==> config.mk <==
export PLATFORM = sky130hd
export DESIGN_NAME = amp_fault_guard
export DESIGN_NICKNAME = d
export VERILOG_FILES = /design/src/rtl/afg_pkg.sv /design/src/rtl/afg_datapath.sv /design/src/rtl/afg_control.sv /design/src/rtl/amp_fault_guard.sv
export SDC_FILE = /design/constraint.sdc
export NUM_CORES = 1
export LEC_CHECK = 0
export ABC_AREA = 1
export BUFFER_PORTS_ARGS = -buffer_cell sky130_fd_sc_hd__buf_2
export CAP_MARGIN = 0
export CORE_ASPECT_RATIO = 1.25
export CORE_MARGIN = 4
export CORE_UTILIZATION = 38
export DETAILED_ROUTE_END_ITERATION = 8
export PLACE_DENSITY = 0.6
export SYNTH_ARGS = -nofsm -noshare
export SYNTH_HDL_FRONTEND = slang
export SYNTH_SLANG_ARGS = --single-unit
==> constraint.sdc <==
create_clock -name clk -period 2.48 [get_ports clk]
set_clock_uncertainty 0.1 [all_clocks]
set_input_delay 0 -clock clk [delete_from_list [all_inputs] [get_ports clk]]
set_output_delay 0 -clock clk [all_outputs]
set_load 0.1 [all_outputs]
==> src/rtl/afg_pkg.sv <==
package afg_pkg;
  localparam int NUM_RAILS = 3;

  // Per-sample events from the datapath to the control
  typedef struct packed {
    logic                 hot;
    logic                 cool;
    logic [NUM_RAILS-1:0] low;
    logic [NUM_RAILS-1:0] recovered;
  } sampleEv_t;

  // Threshold load strobes from the control to the datapath
  typedef struct packed {
    logic wrTrip;
    logic wrRecover;
    logic wrPower;
    logic wrAnalog;
  } cfgStb_t;
endpackage

==> src/rtl/afg_datapath.sv <==
module afg_datapath
  import afg_pkg::*;
#(
  parameter int TEMP_W      = 8,
  parameter int VOLT_W      = 11,
  parameter int GOOD_RUN    = 16,
  parameter int TRIP_RST    = 150,
  parameter int RECOVER_RST = 120,
  parameter int POWER_RST   = 760,
  parameter int ANALOG_RST  = 270
) (
  input  logic                              clk,
  input  logic                              rstN,
  input  logic [TEMP_W-1:0]                 tempCode,
  input  logic                              tempValid,
  input  logic [NUM_RAILS-1:0][VOLT_W-1:0]  railCode,
  input  logic [NUM_RAILS-1:0]              railValid,
  input  logic [VOLT_W-1:0]                 cfgData,
  input  cfgStb_t                           cfgStb,
  output sampleEv_t                         ev
);
  localparam int CNT_W = $clog2(GOOD_RUN);
  localparam logic [CNT_W-1:0] CNT_MAX = CNT_W'(GOOD_RUN - 1);

  logic [TEMP_W-1:0] tripThr, recoverThr;
  logic [VOLT_W-1:0] powerThr, analogThr;

  always_ff @(posedge clk or negedge rstN) begin
    if (!rstN) begin
      tripThr    <= TEMP_W'(TRIP_RST);
      recoverThr <= TEMP_W'(RECOVER_RST);
      powerThr   <= VOLT_W'(POWER_RST);
      analogThr  <= VOLT_W'(ANALOG_RST);
    end else begin
      if (cfgStb.wrTrip)    tripThr    <= cfgData[TEMP_W-1:0];
      if (cfgStb.wrRecover) recoverThr <= cfgData[TEMP_W-1:0];
      if (cfgStb.wrPower)   powerThr   <= cfgData;
      if (cfgStb.wrAnalog)  analogThr  <= cfgData;
    end
  end

  wire [NUM_RAILS-1:0] lowVec;
  wire [NUM_RAILS-1:0] recVec;

  for (genvar r = 0; r < NUM_RAILS; r++) begin : g_rail
    logic [CNT_W-1:0] goodCnt;
    wire [VOLT_W-1:0] thr    = (r == NUM_RAILS - 1) ? analogThr : powerThr;
    wire              railOk = railCode[r] >= thr;

    always_ff @(posedge clk or negedge rstN) begin
      if (!rstN) begin
        goodCnt <= '0;
      end else if (railValid[r]) begin
        if (!railOk)                goodCnt <= '0;
        else if (goodCnt != CNT_MAX) goodCnt <= goodCnt + CNT_W'(1);
      end
    end

    assign lowVec[r] = railValid[r] && !railOk;
    assign recVec[r] = railValid[r] && railOk && (goodCnt == CNT_MAX);

    // a low sample restarts the good run
    a_r5_low_restarts_run: assert property (@(posedge clk) disable iff (!rstN)
      lowVec[r] |=> (goodCnt == '0));
  end

  assign ev = '{hot:       tempValid && (tempCode > tripThr),
                cool:      tempValid && (tempCode <= recoverThr),
                low:       lowVec,
                recovered: recVec};

  // no event without a strobe
  a_r10_no_event_without_valid: assert property (@(posedge clk) disable iff (!rstN)
    !tempValid |-> !(ev.hot || ev.cool));
endmodule

==> src/rtl/afg_control.sv <==
module afg_control
  import afg_pkg::*;
#(
  parameter int NUM_HB = 4
) (
  input  logic              clk,
  input  logic              rstN,
  input  sampleEv_t         ev,
  input  logic              cfgWe,
  input  logic [1:0]        cfgAddr,
  input  logic [1:0]        stsClr,
  output cfgStb_t           cfgStb,
  output logic              faultN,
  output logic [NUM_HB-1:0] hiZ,
  output logic              porReady,
  output logic              olpReset,
  output logic              stickyTherm,
  output logic              stickyUv
);
  logic                 thermFault;
  logic [NUM_RAILS-1:0] uvFault;
  logic                 anyFault;
  logic                 thermEntry, uvEntry;

  assign cfgStb = '{wrTrip:    cfgWe && (cfgAddr == 2'd0),
                    wrRecover: cfgWe && (cfgAddr == 2'd1),
                    wrPower:   cfgWe && (cfgAddr == 2'd2),
                    wrAnalog:  cfgWe && (cfgAddr == 2'd3)};

  assign anyFault   = thermFault || (|uvFault);
  assign thermEntry = ev.hot && !thermFault;
  assign uvEntry    = |(ev.low & ~uvFault);

  always_ff @(posedge clk or negedge rstN) begin
    if (!rstN) begin
      thermFault <= 1'b0;
      uvFault    <= '1;
    end else begin
      if (ev.hot)       thermFault <= 1'b1;
      else if (ev.cool) thermFault <= 1'b0;
      for (int r = 0; r < NUM_RAILS; r++) begin
        if (ev.low[r])            uvFault[r] <= 1'b1;
        else if (ev.recovered[r]) uvFault[r] <= 1'b0;
      end
    end
  end

  always_ff @(posedge clk or negedge rstN) begin
    if (!rstN) begin
      faultN      <= 1'b0;
      hiZ         <= '1;
      porReady    <= 1'b0;
      olpReset    <= 1'b1;
      stickyTherm <= 1'b0;
      stickyUv    <= 1'b0;
    end else begin
      faultN      <= !anyFault;
      hiZ         <= {NUM_HB{anyFault}};
      porReady    <= !(|uvFault);
      olpReset    <= |uvFault;
      stickyTherm <= (stickyTherm && !stsClr[0]) || thermEntry;
      stickyUv    <= (stickyUv && !stsClr[1]) || uvEntry;
    end
  end

  // fault line and every Hi-Z request move together
  a_r6_hiz_tracks_fault: assert property (@(posedge clk) disable iff (!rstN)
    hiZ == {NUM_HB{!faultN}});
  // an active condition pulls the fault line one cycle later
  a_r6_fault_delay: assert property (@(posedge clk) disable iff (!rstN)
    anyFault |=> !faultN);
  // the overload reset mirrors readiness
  a_r7_olp_inverse: assert property (@(posedge clk) disable iff (!rstN)
    olpReset == !porReady);
  // a hot sample sets the thermal fault
  a_r2_hot_sets_therm: assert property (@(posedge clk) disable iff (!rstN)
    ev.hot |=> thermFault);
  // an entry event beats a clear pulse
  a_r8_set_wins: assert property (@(posedge clk) disable iff (!rstN)
    thermEntry |=> stickyTherm);

  for (genvar r = 0; r < NUM_RAILS; r++) begin : g_chk
    // a rail fault only clears at the end of a full good run
    a_r5_clear_needs_run: assert property (@(posedge clk) disable iff (!rstN)
      $fell(uvFault[r]) |-> $past(ev.recovered[r]));
  end
endmodule

==> src/rtl/amp_fault_guard.sv <==
module amp_fault_guard
  import afg_pkg::*;
#(
  parameter int TEMP_W      = 8,
  parameter int VOLT_W      = 11,
  parameter int NUM_HB      = 4,
  parameter int GOOD_RUN    = 16,
  parameter int TRIP_RST    = 150,
  parameter int RECOVER_RST = 120,
  parameter int POWER_RST   = 760,
  parameter int ANALOG_RST  = 270
) (
  input  logic              clk,
  input  logic              rstN,
  input  logic [TEMP_W-1:0] tempCode,
  input  logic              tempValid,
  input  logic [VOLT_W-1:0] powerRailACode,
  input  logic              powerRailAValid,
  input  logic [VOLT_W-1:0] powerRailBCode,
  input  logic              powerRailBValid,
  input  logic [VOLT_W-1:0] analogRailCode,
  input  logic              analogRailValid,
  input  logic              cfgWe,
  input  logic [1:0]        cfgAddr,
  input  logic [VOLT_W-1:0] cfgData,
  input  logic [1:0]        stsClr,
  output logic              faultN,
  output logic [NUM_HB-1:0] hiZ,
  output logic              porReady,
  output logic              olpReset,
  output logic              stickyTherm,
  output logic              stickyUv
);
  sampleEv_t ev;
  cfgStb_t   cfgStb;

  logic [NUM_RAILS-1:0][VOLT_W-1:0] railCode;
  logic [NUM_RAILS-1:0]             railValid;

  assign railCode  = {analogRailCode, powerRailBCode, powerRailACode};
  assign railValid = {analogRailValid, powerRailBValid, powerRailAValid};

  afg_datapath #(
    .TEMP_W(TEMP_W), .VOLT_W(VOLT_W), .GOOD_RUN(GOOD_RUN),
    .TRIP_RST(TRIP_RST), .RECOVER_RST(RECOVER_RST),
    .POWER_RST(POWER_RST), .ANALOG_RST(ANALOG_RST)
  ) u_datapath (
    .clk(clk), .rstN(rstN),
    .tempCode(tempCode), .tempValid(tempValid),
    .railCode(railCode), .railValid(railValid),
    .cfgData(cfgData), .cfgStb(cfgStb), .ev(ev)
  );

  afg_control #(.NUM_HB(NUM_HB)) u_control (
    .clk(clk), .rstN(rstN), .ev(ev),
    .cfgWe(cfgWe), .cfgAddr(cfgAddr), .stsClr(stsClr),
    .cfgStb(cfgStb), .faultN(faultN), .hiZ(hiZ),
    .porReady(porReady), .olpReset(olpReset),
    .stickyTherm(stickyTherm), .stickyUv(stickyUv)
  );
endmodule

Word-level counts from Yosys, hierarchy flattened:

Index checks and enable logic that the tools add are counted.

* register bits after elaboration: 60
* input port bits: 63
* output and inout bits: 9
* word-level logic and storage cells: 92

* add/subtract/negate cells: 3
* order comparisons: 5
* equality and inequality tests: 12
* mux-type cells: 14
* bitwise operators: 2
* reduce and logical (&&, ||, !) cells: 39

Operators by type and width (count)
* >= comparator 11 bit: 3
* two-way mux 4 bit: 6
* logical AND 1 bit: 18
* adder 4 x 1 -> 4 bit (second input constant): 3
* == test 4 bit (second input constant): 3
* != test 4 bit (second input constant): 3
* > comparator 8 bit: 1
* less-or-equal comparator 8 bit: 1
* logical NOT 1 bit: 8
* two-way mux 1 bit: 8
* nonzero test 2 bit: 4
* != test 2 bit (second input constant): 3
* AND reduction 2 bit: 3
* OR reduction 3 bit: 2
* == test 2 bit (second input constant): 2
* AND 3 bit: 1
* logical OR 1 bit: 3
* NOT 3 bit: 1
* == test 2 x 1 -> 1 bit (second input constant): 1
* logical NOT 2 bit: 1

Longest topological paths before layout:

* depth after elaboration: 6
* gate-level depth with buffers: 13
* depth with buffers taken out: 13

By module:

A second synthesis with hierarchy kept.

* cells, all modules: 470
* area, all modules: 3798.6 um2

Modules (own cells, without submodules)
* afg_datapath: times used 1, cells each 425, area an instance 3368.2 um2, seq. area each 1273.7 um2
* afg_control: times used 1, cells each 45, area an instance 430.4 um2, seq. area each 256.5 um2

Least setup slack after synthesis:

No wires, ideal clock.

* kind: flip-flop to flip-flop
* from: register u_datapath.powerThr[9], in the netlist u_datapath.g_rail[0].thr[9]
* to: register u_datapath.g_rail[1].goodCnt[0]
* library setup time: 0.123 ns
* arrival time: 1.489 ns
* required time: 2.257 ns
* setup slack: 0.768 ns
* cell stages (with the launch flop): 11
* path buffers: 0
* clock period less this slack: 1.712 ns
* cell sequence: dfstp_2 > inv_1 > ha_1 > nand2_2 > inv_2 > a21oi_1 > nand2_1 > nor2_2 > nand3_2 > nand3_1 > o21ai_1

* word-level cells in the longest chain between the ends: 3
* elaborated cells on any way between the ends: 4
* those cells by class: 1 x order compare; 1 x eq/ne; 1 x mux; 1 x reduce/logical

RTL lines
* start, declared: RTL line afg_datapath.sv:26 `logic [VOLT_W-1:0] powerThr, analogThr;`
* start signal, assigned: RTL line afg_datapath.sv:32 `powerThr <= VOLT_W'(POWER_RST);`
* start signal, assigned: RTL line afg_datapath.sv:37 `if (cfgStb.wrPower) powerThr <= cfgData;`
* >= comparator 11 bit (*): RTL line afg_datapath.sv:48 `wire railOk = railCode[r] >= thr;`
* != test 2 bit (no line)
* AND reduction 2 bit (no line)
* end signal, assigned: RTL line afg_datapath.sv:55 `else if (goodCnt != CNT_MAX) goodCnt <= goodCnt + CNT_W'(1);`
* end, declared: RTL line afg_datapath.sv:46 `logic [CNT_W-1:0] goodCnt;`

Mark *: on every way between the ends. The rest lies on a longest branch, timed or not.
A chain may end at the register's enable or synchronous reset.

Worst setup path after layout:

* from: register u_datapath.tripThr[7]
* to: register u_control.stickyTherm

* word-level cells in the longest chain between the ends: 4

RTL lines
* start, declared: RTL line afg_datapath.sv:25 `logic [TEMP_W-1:0] tripThr, recoverThr;`
* start signal, assigned: RTL line afg_datapath.sv:30 `tripThr <= TEMP_W'(TRIP_RST);`
* start signal, assigned: RTL line afg_datapath.sv:35 `if (cfgStb.wrTrip) tripThr <= cfgData[TEMP_W-1:0];`
* > comparator 8 bit: RTL line afg_datapath.sv:67 `assign ev = '{hot: tempValid && (tempCode > tripThr),`
* logical AND 1 bit: RTL line afg_datapath.sv:67
* logical AND 1 bit: RTL line afg_control.sv:31 `assign thermEntry = ev.hot && !thermFault;`
* logical OR 1 bit: RTL line afg_control.sv:61 `stickyTherm <= (stickyTherm && !stsClr[0]) || thermEntry;`
* end signal, assigned: RTL line afg_control.sv:61
* end, declared: RTL line afg_control.sv:17 `output logic stickyTherm,`

No other way between the ends.

==> impl_metrics.tcl <==
set metrics [dict create \
    synth-xor-area-share_pct 1.61 \
    hold_path.class "input pin to async pin" \
    final_common_cell "nand2_1" \
    syn_nets 583 \
    antenna_cells 0 \
    antenna_found_initial 0 \
    h-tree-depth 3 \
    cpMaxStageDelayCell "dlygate4sd3_1" \
    final_area_sq_um 4780 \
    nNetsFinal 676 \
    worstMarginPinSlew_ns 0.791 \
    cts_setup_buffers 0 \
    grt_pass1_vias 3114 \
    final-setup-viol-count 0 \
    ys_seq_area_share_pct 40.3 \
    synth-compound-area-share_pct 9.49 \
    hold_viol_final 0 \
    cts-resized-gates 0 \
    criticalPathCategory "register to register" \
    cts_root_buf "clkbuf_16" \
    finalCriticalPeriod_ns 2.23 \
    yosys_register_bits 60 \
    synth.cell_area_sq_um 3800 \
    hold_buffers 19 \
    drc 0 \
    drive_gt1_share_pct 22.4 \
    vias 3191 \
    synth_top_family_by_area "simple AND/OR/NAND/NOR gates" \
    critical_path_required_ns 2.58 \
    grt_max_degree 61 \
    die-width_um 97.4 \
    worstPathCellList "inv_1 > ha_1 > nand2_1 > nor3_1 > nand3_1 > nand3_1 > o22ai_1 > dlygate4sd3_1" \
    leakage_nw 2.61 \
    cts_max_path_buffers 2 \
    place_congestion 0.802 \
    clk_pin_slew_ns 0.05 \
    fin_hold_ws_ns 0.0968 \
    power_density_nw_per_um2 702 \
    max_cap_viol_count 0 \
    fp-row-count 40 \
    ant_nets 0 \
    final.setup.tns_ns 0 \
    fmax_mhz 448 \
    mostFrequentLayoutCells "nand2_1 (118), inv_1 (83), buf_2 (71)" \
    synthSimpleGateAreaFrac_pct 21.9 \
    drtPass1Iterations 4 \
    synth_top_area_cell "dfrtp_1" \
    synth_area_leaders "dfrtp_1 (24%), ha_1 (17%), dfstp_2 (16%), nand2_1 (12%), inv_1 (8.2%)" \
    synth_cells 468 \
    overflow 0 \
    yosysUniqueCellTypes 27 \
    tritoncts "yes" \
    vias_per_cell 4.61 \
    start_util_pct 39.1 \
    grtUsageTotal_pct 15.1 \
    final.period_utilization_pct 89.9 \
    synth_top_area_share_pct 24.4 \
    crit_path_end_kind "register" \
    synth.area.mux_share_pct 0 \
    fillCellCount 938 \
    die_height_um 120 \
    cp_common_cell "nand3_1" \
    dpl.hpwl_um 6760 \
    fin_util_pct 49.2 \
    cp_slowest_stage_delay_ns 0.56 \
    synth_fa_ha_area_share_pct 17.1 \
    syn_avg_cell_area_sq_um 8.11 \
    detail_route.wirelength_um 8560 \
    critPathLaunchType "register" \
    rsz0062_at_grt "false" \
    grt_pass1_wl_um 14300 \
    path_max_fanout 3 \
    areaGrowthSynthToFinish_pct 25.8 \
    numCtsBuffers 9 \
    clock_sinks 60 \
    avgRoutedWirePerCell_um 12.4 \
    ios 72 \
    drv_slew 0 \
    fp.dieArea_sq_um 11700 \
    status "completed" \
    ir_worst_vdd_mv 0.347 \
    drt_iter0_markers 87 \
    io_buffers 71 \
    yosys_warnings 0 \
    clk_latency_ns 0.32 \
    slew-limit-headroom_pct 47.1 \
    core_area_sq_um 9710 \
    worst_ep_arrival_time_ns 2.33 \
    place_area_sq_um 4280 \
]
[synthesized netlist by cell type]
cell,instances
clkbuf_1,3
ha_1,52
nand2_1,118
inv_2,1
nand3_1,31
nor2_2,5
a21oi_2,1
o21ai_1,2
nor2_4,2
nand3_2,1
nand3b_4,1
xor2_1,7
o22ai_1,1
dfstp_2,23
nand3b_1,2
o21ai_0,43
o21a_1,2
nor3_1,2
buf_4,3
nand2_2,6
dfrtp_1,37
a21oi_1,18
nand4_1,6
inv_1,83
nor2_1,13
buf_2,3
a21o_1,2
[report_power, final]
group | total (mW) | internal, mW | switching, mW
combinational | 0.830 | 0.346 | 0.484
clock | 1.25 | 0.828 | 0.423
sequential | 1.27 | 1.17 | 0.104
total | 3.35 | 2.34 | 1.01
[stage by stage]
step / power (mW) / cells / worst slack, ns
floorplan: 1.85 / 468 / 0.768
global placement: 2.06 / 657 / 0.659
detailed placement: 2.10 / 657 / 0.630
CTS: 3.39 / 692 / 0.256
global route: 3.58 / 692 / 0.114
finish: 3.35 / 692 / 0.250
[path summary, 6_finish.rpt]
check                                       from                         endpoint  slack, ns  depth (start not counted)
max in group asynchronous                   rstN      u_datapath.g_rail[0].thr[9]       1.84                          3
min in group clk                     tempCode[1]             u_control.thermFault       0.10                          5
setup reg to reg           u_datapath.tripThr[7]            u_control.stickyTherm       0.25                          8
setup / recovery           u_datapath.tripThr[7]            u_control.stickyTherm       0.25                          8
hold / removal                              rstN  u_datapath.g_rail[1].goodCnt[0]        0.1                          3
hold reg to reg             u_control.thermFault                 u_control.faultN       0.37                          1
[layer usage]
metal / routed length [um] / part of all wire, % / vias to the layer above / track usage (%)
met5: 0 / 0 / - / 0
met4: 142 / 1.7 / 0 / 5.19
met3: 304 / 3.6 / 14 / 2.56
met2: 4410 / 52 / 59 / 27.7
met1: 3700 / 43 / 1436 / 17.7
li1: - / - / 1682 / -
[kinds of logic after synthesis]
logic type      count (synthesis)
fa+ha+maj                      52
compound gates                 69
flops                          60
xor+xnor                        7
buf+inv                        93
simple gates                  187
[sequential cells by signal, summed over array words and instances, names as in the netlist]
name / count
u_control.stickyUv: 1
u_datapath.tripThr: 8
u_control.uvFault: 3
u_control.olpReset: 1
u_datapath.analogThr: 11
u_datapath.g_rail.thr: 11
u_datapath.g_rail.goodCnt: 12
u_control.stickyTherm: 1
u_control.porReady: 1
u_control.faultN: 1
u_control.hiZ: 1
u_control.thermFault: 1
u_datapath.recoverThr: 8
[worst max-delay path: cells and delay by family, from the launching register on]
family	cells	cell delay, ns
buf+inv	2	0.61
simple gates	4	0.51
fa+ha+maj	1	0.29
flops	1	0.53
compound gates	1	0.07
[area by class of cell]
type	instances	area, sq um	area share, %
Multi-Input combinational cell	315	1900	39.8
Sequential cell	60	1530	32.0
Clock inverter	4	47.5	0.996
Tap cell	126	158	3.30
Timing Repair Buffer	91	566	11.8
Clock buffer	12	256	5.37
Inverter	84	315	6.60
Power figures use the tool's default switching activity.
